<file path="src/rtl/lpm_pkg.sv">
package lpm_pkg;

    typedef enum logic [1:0] {
        ST_AWAKE  = 2'd0,
        ST_RESIDE = 2'd1,
        ST_SLEEP  = 2'd2,
        ST_READY  = 2'd3
    } lpm_state_e;

    typedef enum logic [1:0] {
        HS_ERROR = 2'b00,
        HS_STALL = 2'b01,
        HS_NYET  = 2'b10,
        HS_ACK   = 2'b11
    } lpm_hs_e;

    localparam int DEV_EXITS  = 4;
    localparam int HOST_EXITS = 5;

endpackage

</file>
<file path="src/rtl/lpm_exit_sel.sv">
module lpm_exit_sel #(
    parameter int N_DEV  = 4,
    parameter int N_HOST = 5
) (
    input  logic              host_role,
    input  logic [N_DEV-1:0]  dev_ev,
    input  logic [N_HOST-1:0] host_ev,
    output logic              exit_req
);
    logic [N_DEV:0]  dev_or;
    logic [N_HOST:0] host_or;

    assign dev_or[0]  = 1'b0;
    assign host_or[0] = 1'b0;

    // chain OR over each role's strobe set
    for (genvar i = 0; i < N_DEV; i++) begin : g_dev
        assign dev_or[i+1] = dev_or[i] | dev_ev[i];
    end
    for (genvar j = 0; j < N_HOST; j++) begin : g_host
        assign host_or[j+1] = host_or[j] | host_ev[j];
    end

    assign exit_req = host_role ? host_or[N_HOST] : dev_or[N_DEV];
endmodule

</file>
<file path="src/rtl/lpm_tick_cnt.sv">
module lpm_tick_cnt #(
    parameter int LIMIT = 16
) (
    input  logic clk,
    input  logic rst,
    input  logic run,
    output logic done
);
    localparam int W = (LIMIT > 1) ? $clog2(LIMIT) : 1;
    localparam logic [W-1:0] LAST = W'(LIMIT - 1);

    logic [W-1:0] cnt;

    assign done = run && (cnt == LAST);

    always_ff @(posedge clk) begin
        if (rst || !run) begin
            cnt <= '0;
        end else if (!done) begin
            cnt <= cnt + W'(1);
        end
    end

    // the count never passes its terminal value
    p_cnt_bound_r5: assert property (@(posedge clk) disable iff (rst)
        cnt <= LAST);

    p_cnt_restart_r4: assert property (@(posedge clk) disable iff (rst)
        !run |=> cnt == '0);
endmodule

</file>
<file path="src/rtl/lpm_hs_rec.sv">
module lpm_hs_rec (
    input  logic       clk,
    input  logic       rst,
    input  logic       hs_valid,
    input  logic [1:0] hs_code_in,
    output logic [1:0] hs_code
);
    import lpm_pkg::*;

    always_ff @(posedge clk) begin
        if (rst) begin
            hs_code <= HS_ERROR;
        end else if (hs_valid) begin
            hs_code <= hs_code_in;
        end
    end

    p_hs_capture_r2: assert property (@(posedge clk) disable iff (rst)
        hs_valid |=> hs_code == $past(hs_code_in));

    p_hs_hold_r2: assert property (@(posedge clk) disable iff (rst)
        !hs_valid |=> $stable(hs_code));
endmodule

</file>
<file path="src/rtl/lpm_sleep_ctrl.sv">
module lpm_sleep_ctrl #(
    parameter int CLK_KHZ      = 48000,
    parameter int RESID_CYCLES = 16
) (
    input  logic       clk,
    input  logic       rst,
    input  logic       host_role,
    input  logic       hs_valid,
    input  logic [1:0] hs_code_in,
    input  logic       line_act,
    input  logic       sw_rwake,
    input  logic       bus_reset,
    input  logic       soft_disc,
    input  logic       rmt_wake,
    input  logic       port_rst,
    input  logic       port_res,
    input  logic       wake_irq,
    input  logic       disc_irq,
    input  logic       deep_en,
    input  logic       stop_clk,
    output logic       sleep_sts,
    output logic       resume_ok,
    output logic [1:0] hs_code,
    output logic       phy_susp
);
    import lpm_pkg::*;

    // 50 us dwell expressed in clock cycles, rounded up, at least one
    localparam int DWELL_RAW = (CLK_KHZ * 50 + 999) / 1000;
    localparam int DWELL     = (DWELL_RAW < 1) ? 1 : DWELL_RAW;
    localparam int RESID     = (RESID_CYCLES < 1) ? 1 : RESID_CYCLES;

    lpm_state_e state, nxt;
    logic       exit_req;
    logic       ack_in;
    logic       resid_done;
    logic       dwell_done;

    lpm_exit_sel #(
        .N_DEV  (DEV_EXITS),
        .N_HOST (HOST_EXITS)
    ) u_exit (
        .host_role (host_role),
        .dev_ev    ({soft_disc, bus_reset, sw_rwake, line_act}),
        .host_ev   ({disc_irq, wake_irq, port_res, port_rst, rmt_wake}),
        .exit_req  (exit_req)
    );

    lpm_tick_cnt #(.LIMIT(RESID)) u_resid (
        .clk  (clk),
        .rst  (rst),
        .run  (state == ST_RESIDE),
        .done (resid_done)
    );

    lpm_tick_cnt #(.LIMIT(DWELL)) u_dwell (
        .clk  (clk),
        .rst  (rst),
        .run  (state == ST_SLEEP),
        .done (dwell_done)
    );

    lpm_hs_rec u_hs (
        .clk        (clk),
        .rst        (rst),
        .hs_valid   (hs_valid),
        .hs_code_in (hs_code_in),
        .hs_code    (hs_code)
    );

    assign ack_in = hs_valid && (hs_code_in == HS_ACK);

    // state register
    always_ff @(posedge clk) begin
        if (rst) begin
            state <= ST_AWAKE;
        end else begin
            state <= nxt;
        end
    end

    // next state: exit strobes outrank entry and timer expiry
    always_comb begin
        nxt = state;
        unique case (state)
            ST_AWAKE: begin
                if (!exit_req && ack_in) begin
                    nxt = host_role ? ST_SLEEP : ST_RESIDE;
                end
            end
            ST_RESIDE: begin
                if (exit_req)        nxt = ST_AWAKE;
                else if (resid_done) nxt = ST_SLEEP;
            end
            ST_SLEEP: begin
                if (exit_req)        nxt = ST_AWAKE;
                else if (dwell_done) nxt = ST_READY;
            end
            ST_READY: begin
                if (exit_req)        nxt = ST_AWAKE;
            end
            default: nxt = ST_AWAKE;
        endcase
    end

    // outputs
    always_comb begin
        sleep_sts = (state == ST_SLEEP) || (state == ST_READY);
        resume_ok = (state == ST_READY);
        phy_susp  = sleep_sts && deep_en && stop_clk;
    end

    p_exit_wins_r8: assert property (@(posedge clk) disable iff (rst)
        exit_req |=> (state == ST_AWAKE));

    p_host_entry_r3: assert property (@(posedge clk) disable iff (rst)
        (host_role && ack_in && !exit_req && state == ST_AWAKE) |=> sleep_sts);

    p_dev_via_reside_r4: assert property (@(posedge clk) disable iff (rst)
        (!host_role && $rose(sleep_sts)) |-> $past(state) == ST_RESIDE);

    p_ready_after_sleep_r5: assert property (@(posedge clk) disable iff (rst)
        $rose(resume_ok) |-> $past(sleep_sts));

    p_phy_awake_off_r9: assert property (@(posedge clk) disable iff (rst)
        !sleep_sts |-> !phy_susp);

    p_sleep_hs_keeps_r10: assert property (@(posedge clk) disable iff (rst)
        (state == ST_READY && !exit_req) |=> resume_ok);
endmodule

</file>
<file path="config.mk">
export PLATFORM = sky130hd
export DESIGN_NAME = lpm_sleep_ctrl
export DESIGN_NICKNAME = d
export VERILOG_FILES = /design/src/rtl/lpm_pkg.sv /design/src/rtl/lpm_exit_sel.sv /design/src/rtl/lpm_tick_cnt.sv /design/src/rtl/lpm_hs_rec.sv /design/src/rtl/lpm_sleep_ctrl.sv
export SDC_FILE = /design/constraint.sdc
export NUM_CORES = 1
export LEC_CHECK = 0
export BUFFER_PORTS_ARGS = -buffer_cell sky130_fd_sc_hd__clkbuf_2
export CORE_UTILIZATION = 46
export CTS_BUF_LIST = sky130_fd_sc_hd__clkbuf_4 sky130_fd_sc_hd__clkbuf_8 sky130_fd_sc_hd__clkbuf_16
export CTS_CLUSTER_DIAMETER = 30
export DETAILED_ROUTE_END_ITERATION = 6
export PLACE_DENSITY = 0.72
export SETUP_SLACK_MARGIN = 0.15
export SYNTH_ARGS = -nofsm -noshare
export SYNTH_HDL_FRONTEND = slang
export SYNTH_SLANG_ARGS = --single-unit
</file>
<file path="constraint.sdc">
create_clock -name clk -period 1.3 [get_ports clk]
set_input_delay 0.26 -clock clk [delete_from_list [all_inputs] [get_ports clk]]
set_output_delay 0.26 -clock clk [all_outputs]
set_load 0.005 [all_outputs]
</file>
=== After elaboration in Yosys (flattened, before gate mapping) ===
Cells that the tools add are included.

* Add/sub/neg operators: 2
* Equality and inequality tests: 10
* Multiplexer cells: 9
* Bitwise gates (word level): 7
* Reductions and logical operators: 14

{| class="wikitable"
|+ Operator list
! kind !! count
|-
| $mux W2 || 7
|-
| $add A12 B1 Y12 const B || 1
|-
| $eq A12 B12 Y1 const B || 1
|-
| $pmux W2 S4 || 1
|-
| $or A1 B1 Y1 || 7
|-
| $eq A2 B2 Y1 const B || 3
|-
| $logic_and A1 B1 Y1 || 6
|-
| $ne A3 B3 Y1 const B || 2
|-
| $add A4 B1 Y4 const B || 1
|-
| $eq A4 B4 Y1 const B || 1
|-
| $reduce_and A4 Y1 || 1
|-
| $logic_not A1 Y1 || 3
|-
| $logic_or A1 B1 Y1 || 3
|-
| $eq A2 B1 Y1 const B || 1
|-
| $logic_not A2 Y1 || 1
|-
| $ne A2 B1 Y1 const B || 1
|-
| $ne A2 B2 Y1 const B || 1
|-
| $mux W1 || 1
|}

* Register bits: 20
* Input port bits: 17
* Output and inout port bits: 5
* Logic and storage cells: 46

=== Longest topological paths before layout ===
* Depth after elaboration: 9
* Depth in mapped cells: 6
* Mapped depth without buffers: 5

=== Modules after synthesis ===
Synthesis repeated with hierarchy kept, for this count alone.

* Cells, all modules: 106
* Area total of the unflattened synthesis: 997.2 um^2

{| class="wikitable"
|+ Modules (own cells, without submodules)
! module !! instances !! cells an instance !! area each (um^2)
|-
| lpm_tick_cnt (u_dwell) || 1 || 61 || 574.3
|-
| lpm_tick_cnt (u_resid) || 1 || 19 || 176.4
|-
| lpm_sleep_ctrl || 1 || 16 || 150.1
|-
| lpm_hs_rec || 1 || 6 || 67.6
|-
| lpm_exit_sel || 1 || 4 || 28.8
|}

=== Worst setup path before layout ===
No wires, ideal clock.

* Kind: reg2reg
* Start point: register u_resid.cnt[0]
* End point: register u_resid.cnt[1]
* Library setup time: 0.117 ns
* Arrival: 1.301 ns
* Required time: 1.183 ns
* Path slack: -0.118 ns
* Stages on the path, launching flop included: 7
* Path buffers: 1
* Period minus slack after synthesis: 1.418 ns
* Cell sequence: dfxtp_1 ha_1 nand3_1 or3b_1 clkbuf_1 mux2i_1 nor2_1

* Longest elaborated chain between the ends: 2

{| class="wikitable"
|+ Ends and longest elaborated chain
! item !! RTL line !! source
|-
| from (decl) || lpm_tick_cnt.sv:12 || <nowiki>logic [W-1:0] cnt;</nowiki>
|-
| from (signal assigned) || lpm_tick_cnt.sv:20 || <nowiki>cnt <= cnt + W'(1);</nowiki>
|-
| parallel branches: the longest is 2 deep, another holds $add A4 B1 Y4 || -- ||
|}

Several ways; the timed one is not identified.
A chain may end at the register's enable or synchronous reset.

=== Final worst setup path ===
* Start point: register u_resid.cnt[1]
* End point: register u_resid.cnt[1]

The elaborated chain is that of the path after synthesis.

==> flow_summary.toml <==
[sta]
finalClockSkew_ps = 3.21
final_max_slew_viol_count = 0
rsz0062_at_grt = "yes"
slew_headroom_pct = 80.0
setup_viol = 3
fin_setup_tns_ps = -44.2
hold_viol_final = 0
fmax_mhz = 756
period_needed_ps = 1320
period_share_pct = 102
setup_ws_ps = -23.4
tightest_slew_ps = 300

[clocking]
root_buffer = "clkbuf_4"
cts_buffers = 3
clk_latency_ps = 310
clkTransAtPathRegs_ps = 120
cts.sinks = 20
cts_max_level = 1
cts_tree = "yes"
cts_buffer_depth = 2

[synthesis]
synth_top_area_cell = "dfxtp_1"
synth_area_leaders = "dfxtp_1, xor2_1, nor2_1, nand3_1, xnor2_1"
syn_nets = 122
ys_seq_area_share_pct = 41.8
synth_cell_types = 34
synth_warnings = 0
ys_ff_latch = 20
synth.avg_cell_area_um2 = 9.31
mappedNetlistArea_um2 = 958
syn_inst = 103
yosysTopAreaCellShare_pct = 41.8

[pwr]
powerDensity_nw_per_um2 = 704
ir_worst_vdd_uv = 797
power_frac_comb_pct = 4.5
leakagePower_nw = 0.627
clockPowerShare_pct = 36.5
p_seq_share_pct = 59.1
p_total_w = 0.00104
swShare_pct = 21.7
power_switching_w = 0.000226
p_int_w = 0.000812

[drt]
wl_per_cell_um = 13.4
avgViaCountPerCell = 5.28
dr.pass1.iters = 4
drc = 0
postRouteAntennaNets = 0
wl_mm = 2.35
drtIter0Drc = 13
vias = 929

[floorplanning]
num_rows = 16
io_pins = 22
die_y_um = 47.6
core-area_um2 = 1960
dieArea_um2 = 2270
initial_core_util_pct = 48.9
die_w_um = 47.6

[setup_path]
slowest_delay_ps = 410
crit_chain = "ha_4, nand3_4, or3b_4, mux2i_1, nor2_1"
arrival_ps = 1540
crit_family = "simple AND/OR/NAND/NOR gates"
cp_num_buf_inv = 0
slowest_stage = "or3b_4"
critPathMaxFanout = 5
required_ps = 1510
critPathKind = "reg -> reg"
worstSetupEndpointType = "flop"
cp-start-kind = "flop"

[placement]
place_inst = 162
globalplace.congestion = 0.806
port-buffer-count = 21
dp_hpwl_mm = 1.51
place_area_um2 = 1230

[global_route]
grt_antenna_before_repair = 0
grt_pass1_vias = 843
grt.overflow.total = 0
grt_max_degree = 12
grtUsageTotal_pct = 22.6
grt_pass1_wl_mm = 3.48

[cells_and_area]
final_cell_mix = "clkbuf_2, buf_4, nor2_1"
finish.instance_area_um2 = 1480
fin_nets = 169
regArea_um2 = 418
multi_input_area_um2 = 647
nFillCells = 148
diodes = 0
areaGrowthSynthToFinish_pct = 53.9
drive_gt1_share_pct = 55.7
post-route-util_pct = 75.2
final_common_cell = "clkbuf_2"
instances_no_fill = 176

[flow_run]
drv_cap = 0

[worst_hold_path]
hp-class = "in -> reg"

[run_status]
status = "finished with violations"
violations = "negative setup slack"
[sequential cells by signal, indices dropped and copies added (netlist names)]
register / count
u_resid.cnt: 4
state: 2
u_dwell.cnt: 12
u_hs.hs_code: 2
[synth_stat cells (all sizes together)]
master / number
or3: 1
clkbuf: 2
nand3: 7
mux2i: 3
nand3b: 1
o21ai: 1
xor2: 6
ha: 2
and4: 2
and4bb: 2
or3b: 1
nor2: 13
and2: 1
and2b: 1
a31o: 1
nand2b: 2
nor3: 1
or4: 1
nor3b: 1
buf: 3
inv: 2
and3: 3
dfxtp: 20
a211oi: 1
or4b: 1
a21oi: 5
nand4: 5
o21bai: 2
a31oi: 5
nand2: 3
xnor2: 4
[worst register-to-register path: stages, from the launching register on]
cell and delay, ps:
dfxtp_2 380, ha_4 150, nand3_4 70, or3b_4 410
mux2i_1 160, nor2_1 60
[layer usage]
layer | track usage (%) | wire length, um | vias up | part of all wire, %
met4 | 11.1 | 50 | 0 | 2.1
met3 | 5.28 | 73 | 7 | 3.1
met2 | 41.9 | 1300 | 17 | 55
li1 | - | - | 460 | -
met1 | 23.9 | 933 | 445 | 40
met5 | 0 | 0 | - | 0
[stage by stage]
stage	hold slack [ps]	setup WS, ps
finish	153	-23.4
global route	171	-71.0
CTS	159	-22.0
detailed placement	471	-59.8
global placement	458	-28.9
floorplan	329	-30.6
[final timing paths]
path | startpoint | to | slack (ps) | cells past startpoint
min | rst | u_hs.hs_code[1] | 150 | 2
max | u_resid.cnt[1] | u_resid.cnt[1] | -20 | 5
min reg2reg | u_hs.hs_code[1] | u_hs.hs_code[1] | 480 | 2
max reg2reg | u_resid.cnt[1] | u_resid.cnt[1] | -20 | 5
[cells by family (layout without fill, tap and decap cells)]
| group | after synthesis | in the layout | synth area share [%] |
|---|---|---|---|
| multiplexers | 3 | 3 | 3.13 |
| buffers and inverters | 7 | 53 | 3.40 |
| AND/OR/NAND/NOR | 46 | 46 | 30.3 |
| adder cells (fa/ha/maj) | 2 | 2 | 2.61 |
| AO/OA/AOI/OAI | 15 | 15 | 9.66 |
| flip-flops | 20 | 20 | 41.8 |
| XOR/XNOR | 10 | 10 | 9.14 |
[cell type report]
type                    count  area share [%]
well taps                  27            2.29
repair buffers             47            22.6
inverters                   2           0.509
flip-flops and latches     20            28.3
clock buffers               4            2.46
multi-input cells          76            43.9
[power groups by stage]
stage / logic, W / clock network (W) / registers (W)
after CTS: 0.0000460 / 0.000380 / 0.000613
after global routing: 0.0000522 / 0.000399 / 0.000614
final: 0.0000465 / 0.000379 / 0.000613
after global placement: 0.0000439 / 0 / 0.000631
after detailed placement: 0.0000455 / 0 / 0.000631
after floorplan: 0.0000116 / 0 / 0.000632
[timing repair]
action                     CTS  global route
pin swaps                   16            14
setup buffers                9             1
hold buffers                 0             0
setup endpoints to repair   19            20
hold endpoints to repair     0             0
resized for setup           21            13
Note: power is estimated with default switching activity, not from simulation.
